`src/rtl/ferry_pkg.sv`:
```
package ferry_pkg;
    localparam int unsigned PARTY_N    = 4;
    localparam int unsigned SEL_W      = $clog2(PARTY_N);
    localparam int unsigned FARMER_IDX = 0;
    localparam int unsigned CLASH_N    = 2;
    // predator/prey index pairs that must not be left without the farmer
    localparam int unsigned CLASH_EATER [CLASH_N] = '{1, 2};
    localparam int unsigned CLASH_EATEN [CLASH_N] = '{2, 3};

    typedef logic [PARTY_N-1:0] bank_t;

    typedef enum logic [SEL_W-1:0] {
        MV_SOLO    = 2'd0,
        MV_FOX     = 2'd1,
        MV_GOOSE   = 2'd2,
        MV_CABBAGE = 2'd3
    } move_e;

    typedef struct packed {
        bank_t bank;
        logic  reject;
        logic  solved;
    } ferry_reg_t;
endpackage

```
`src/rtl/ferry_move_apply.sv`:
```
module ferry_move_apply
    import ferry_pkg::*;
(
    input  bank_t            bank_i,
    input  logic [SEL_W-1:0] sel_i,
    output bank_t            cand_o,
    output logic             cargo_here_o
);
    bank_t sel_mask;
    bank_t here_match;
    bank_t flip_mask;

    for (genvar i = 0; i < PARTY_N; i++) begin : g_party
        assign sel_mask[i]   = (sel_i == SEL_W'(i));
        assign here_match[i] = sel_mask[i] && (bank_i[i] == bank_i[FARMER_IDX]);
        if (i == FARMER_IDX) begin : g_farmer
            assign flip_mask[i] = 1'b1;
        end else begin : g_cargo
            assign flip_mask[i] = sel_mask[i];
        end
    end

    assign cargo_here_o = |here_match;
    assign cand_o       = bank_i ^ flip_mask;
endmodule

```
`src/rtl/ferry_safety_eval.sv`:
```
module ferry_safety_eval
    import ferry_pkg::*;
(
    input  bank_t bank_i,
    output logic  unsafe_o
);
    logic [CLASH_N-1:0] clash;

    for (genvar k = 0; k < CLASH_N; k++) begin : g_clash
        assign clash[k] = (bank_i[CLASH_EATER[k]] == bank_i[CLASH_EATEN[k]])
                       && (bank_i[CLASH_EATER[k]] != bank_i[FARMER_IDX]);
    end

    assign unsafe_o = |clash;
endmodule

```
`src/rtl/river_ferry_fsm.sv`:
```
module river_ferry_fsm
    import ferry_pkg::*;
(
    input  logic               clk,
    input  logic               rst_n,
    input  logic               move_valid,
    input  logic [SEL_W-1:0]   move_sel,
    output logic [PARTY_N-1:0] bank,
    output logic               move_reject,
    output logic               solved
);
    ferry_reg_t st_d, st_q;
    bank_t      cand;
    logic       cargo_here;
    logic       cand_unsafe;

    ferry_move_apply u_apply (
        .bank_i       (st_q.bank),
        .sel_i        (move_sel),
        .cand_o       (cand),
        .cargo_here_o (cargo_here)
    );

    ferry_safety_eval u_safety (
        .bank_i   (cand),
        .unsafe_o (cand_unsafe)
    );

    always_comb begin
        st_d        = st_q;
        st_d.reject = 1'b0;
        if (move_valid && cargo_here) begin
            if (cand_unsafe) begin
                st_d.reject = 1'b1;
            end else begin
                st_d.bank = cand;
            end
        end
        st_d.solved = &st_d.bank;
    end

    always_ff @(posedge clk or negedge rst_n) begin
        if (!rst_n) begin
            st_q <= '0;
        end else begin
            st_q <= st_d;
        end
    end

    assign bank        = st_q.bank;
    assign move_reject = st_q.reject;
    assign solved      = st_q.solved;
endmodule

```
`config.mk`:
```
export PLATFORM = sky130hd
export DESIGN_NAME = river_ferry_fsm
export DESIGN_NICKNAME = d
export VERILOG_FILES = /design/src/rtl/ferry_pkg.sv /design/src/rtl/ferry_move_apply.sv /design/src/rtl/ferry_safety_eval.sv /design/src/rtl/river_ferry_fsm.sv
export SDC_FILE = /design/constraint.sdc
export NUM_CORES = 1
export LEC_CHECK = 0
export ABC_AREA = 1
export BUFFER_PORTS_ARGS = -buffer_cell sky130_fd_sc_hd__buf_2
export CAP_MARGIN = 10
export CORE_AREA = 3 3 40 42
export DETAILED_ROUTE_END_ITERATION = 8
export DIE_AREA = 0 0 43 45
export PLACE_DENSITY_LB_ADDON = 0.3
export SETUP_SLACK_MARGIN = 0.5
export SYNTH_ARGS = -nofsm -noshare
export SYNTH_HDL_FRONTEND = slang
export SYNTH_HIERARCHICAL = 1
export SYNTH_SLANG_ARGS = --single-unit
```
`constraint.sdc`:
```
create_clock -name clk -period 2.69 [get_ports clk]
set_input_delay 0.538 -clock clk [delete_from_list [all_inputs] [get_ports clk]]
set_output_delay 0.538 -clock clk [all_outputs]
set_load 0.005 [all_outputs]
```
Word-level counts from Yosys, hierarchy flattened
Index checks and enable logic that the tools add are counted.

cells by class
  equality and inequality tests = 10
  multiplexer cells = 3
  bitwise gates (word level) = 1
  reduce and logical (&&, ||, !) cells = 10

operator list
  operator            number
  $logic_and 1x1->1   6
  $eq 1x1->1          5
  $mux 5              1
  $eq 2x2->1 const B  2
  $mux 4              1
  $reduce_and 4->1    1
  $reduce_or 4->1     1
  $xor 4x4->4         1
  $eq 2x1->1 const B  1
  $logic_not 2->1     1
  $ne 1x1->1          2
  $reduce_or 2->1     1
  $mux 1              1

storage, ports and cells
  flip-flop bits (word level) = 6
  output and inout bits = 6

Logic depth before layout (Yosys ltp)
  word-level depth = 8
  mapped depth = 13

By module
The synthesis kept the hierarchy.

modules (own cells, without submodules)
  module             times used  cells each  area an instance (µm²)  sequential area each (µm²)
  river_ferry_fsm    1           25          237.7                   150.1
  ferry_move_apply   1           22          125.1                   0.0
  ferry_safety_eval  1           9           37.5                    0.0

Worst setup path after synthesis
No wires, ideal clock.

  kind = in2reg
  start = in move_sel[1]
  end = reg st_q, in the netlist solved
  data arrival time = 1.486 ns
  required time = 2.576 ns
  path slack = 1.090 ns
  stages on the path = 12
  buffers on the path = 0
  cells stage by stage = inv_1 nor2_2 xor2_1 inv_1 nand3_1 nand2_1 inv_1 nand3_2 nand2_1 nand2_1 nand2_1 nor2_1

RTL lines
  what                  RTL line               text
  from (decl)           river_ferry_fsm.sv:7   input logic [SEL_W-1:0] move_sel,
  to (signal assigned)  river_ferry_fsm.sv:46  st_q <= st_d;
  to (decl)             river_ferry_fsm.sv:12  ferry_reg_t st_d, st_q;

==> impl_metrics.json <==
{
  "vias_per_cell": 4.55,
  "tns_ns": 0,
  "seqPwrFrac_pct": 32.5,
  "p_clk_share_pct": 15.9,
  "fin_nets": 76,
  "n_antenna_cell": 0,
  "p_comb_share_pct": 51.6,
  "clkSinkCount": 6,
  "power_density_mw_per_mm2": 988,
  "drt_pre_antenna_iters": 2,
  "wl_um": 760,
  "irDropWorstVdd_mv": 0.341,
  "mostFrequentLayoutCells": "24 x nand2_1, 10 x buf_2, 8 x inv_1",
  "power.switching_mw": 0.221,
  "initial_core_util_pct": 31.2,
  "clkTransAtPathRegs_ns": 0.04,
  "worst_pin_slew_ns": 0.268,
  "hold_buffers": 0,
  "area_growth_pct": 22.8,
  "postCtsSetupRepairBufs": 0,
  "core_area_mm2": 0.00128,
  "syn-num-nets": 61,
  "wire_per_inst_um": 9.05,
  "cts_inserted_buffers": 3,
  "fin_worst_skew_ns": 0.000279,
  "finalHoldViolCount": 0,
  "drv_cap": 0,
  "use_met3_pct": 1.59,
  "rsz0062_at_grt": "false",
  "busiest_layer": "met2",
  "grt_pass1_wl_um": 1370,
  "run_status": "finished, final reports clean",
  "yosysTopAreaCell": "dfrtp_1",
  "endpoint": "solved$_DFF_PN0_",
  "timing.slew.headroom_pct": 82.1,
  "grt_max_degree": 7,
  "syn_inst": 56,
  "floorplan.die_area_mm2": 0.00194,
  "antenna_found_initial": 0,
  "reg2reg_slack_ns": 1.12,
  "r2r_cells": 11,
  "clock_latency_ns": 0.23,
  "ios": 11,
  "final_common_cell": "nand2_1",
  "grt_pass1_vias": 340,
  "synth_warnings": 6,
  "routed-via-count": 382,
  "internal-power_mw": 0.265,
  "netlist_area_um2": 400,
  "drive_above_1_share_pct": 27.5,
  "clockBufferDepth": 2,
  "yosysTopAreaCellShare_pct": 37.5,
  "slew_viol_final": 0,
  "overflow": 0,
  "p_leak_nw": 0.284,
  "netSwitchingFraction_pct": 45.5,
  "gp_congestion": 0.697,
  "setup.worst_path.end_class": "register",
  "htree_levels": 1,
  "timing.rr.start": "bank[3]$_DFF_PN0_",
  "setup_viol": 0,
  "post_cts_resized": 0,
  "period_minus_slack_ns": 1.62,
  "yosysSeqAreaShare_pct": 37.5,
  "synthTopCellsByArea": "dfrtp_1 38%, nand2_1 22%, inv_1 7.5%",
  "met1_usage_pct": 11.1,
  "crit_start": "move_sel[0]",
  "required_ns": 2.82,
  "cp_max_fo": 6,
  "gr-usage-all-layers_pct": 9.65,
  "drc": 0,
  "dp_slack_ns": 0.828,
  "synth_cell_types": 11,
  "timing.rr.end": "solved$_DFF_PN0_",
  "die_height_um": 45,
  "ant_nets": 0,
  "fmax_mhz": 619,
  "startpoint_type": "input port",
  "cp.arrival_ns": 1.74,
  "period_share_pct": 60.1,
  "drt-initial-drc-count": 2,
  "cts-root-buf": "clkbuf_4",
  "cts_tree": "built",
  "die_x_um": 43,
  "port-buffer-count": 10,
  "min_path_type": "in2async",
  "syn_avg_cell_area_um2": 7.15,
  "rows": 13,
  "synth_seq_cells": 6,
  "grt_use_met2_pct": 15.3,
  "layout_setup_ws_ns": 1.07,
  "setup.worst_path.class": "in2reg",
  "dp_hpwl_um": 643
}
[cell type report]
| class | count | area, um2 |
|---|---|---|
| Inverter | 9 | 33.8 |
| Fill cell | 136 | 793 |
| Timing Repair Buffer | 10 | 50.0 |
| Sequential cell | 6 | 150 |
| Multi-Input combinational cell | 41 | 216 |
| Clock buffer | 3 | 22.5 |
| Tap cell | 15 | 18.8 |
[how the worst min path moves through the flow]
stage | from | end | slack (ns) | depth (start not counted)
2_1_floorplan | rst_n | bank[0]$_DFF_PN0_ | 0.24 | 0
3_3_place_gp | rst_n | move_reject$_DFF_PN0_ | 0.37 | 1
3_5_place_dp | rst_n | solved$_DFF_PN0_ | 0.36 | 1
4_1_cts | rst_n | solved$_DFF_PN0_ | 0.11 | 1
5_1_grt | rst_n | solved$_DFF_PN0_ | 0.1 | 1
6_report | rst_n | bank[2]$_DFF_PN0_ | 0.11 | 1
[critical path, cell delays in order]
cell	delay (ns)
buf_2	0.12
nor2_2	0.14
xor2_1	0.21
inv_1	0.09
nand3_1	0.08
nand2_1	0.05
inv_1	0.14
nand3_2	0.12
nand2_1	0.08
nand2_1	0.06
nand2_1	0.07
nor2_1	0.04
[state kept, by name, summed over array words and instances (netlist names)]
signal       cells
bank             4
move_reject      1
solved           1
[per-layer routing]
metal	wire (um)	vias up
li1	-	204
met1	383	170
met2	343	8
met3	33	0
met4	0	0
met5	0	-
[logic make-up (layout without fill, tap and decap cells)]
group / count (synthesis) / in the layout / share of synthesized area [%]
AND/OR/NAND/NOR: 38 / 38 / 47.5
buffers and inverters: 9 / 22 / 8.44
XOR/XNOR: 3 / 3 / 6.56
flip-flops: 6 / 6 / 37.5
[power by group through the flow]
stage	Clock [mW]	Sequential (mW)	Combinational (mW)
6_report	0.0774	0.158	0.250
5_1_grt	0.0925	0.164	0.289
4_1_cts	0.0816	0.159	0.256
3_5_place_dp	0	0.160	0.254
3_3_place_gp	0	0.158	0.253
2_1_floorplan	0	0.157	0.182
[through the flow]
stage | hold WS, ns | util (%) | cells | area, um2 | total power, mW
floorplan | 0.242 | - | 56 | 400 | 0.339
detailed placement | 0.364 | 36.5 | 81 | 469 | 0.414
finish | 0.112 | 38.3 | 84 | 492 | 0.486
CTS | 0.108 | 38.3 | 84 | 492 | 0.496
global placement | 0.365 | 36.5 | 81 | 469 | 0.411
global route | 0.0957 | 38.3 | 84 | 492 | 0.546
[Yosys cell counts]
master / number
dfrtp_1: 6
inv_1: 8
inv_2: 1
nand2_1: 24
nand3_1: 3
nand3_2: 2
nand3b_4: 1
nand4_1: 4
nor2_1: 2
nor2_2: 2
xor2_1: 3
Note: power is estimated with default switching activity, not from simulation.
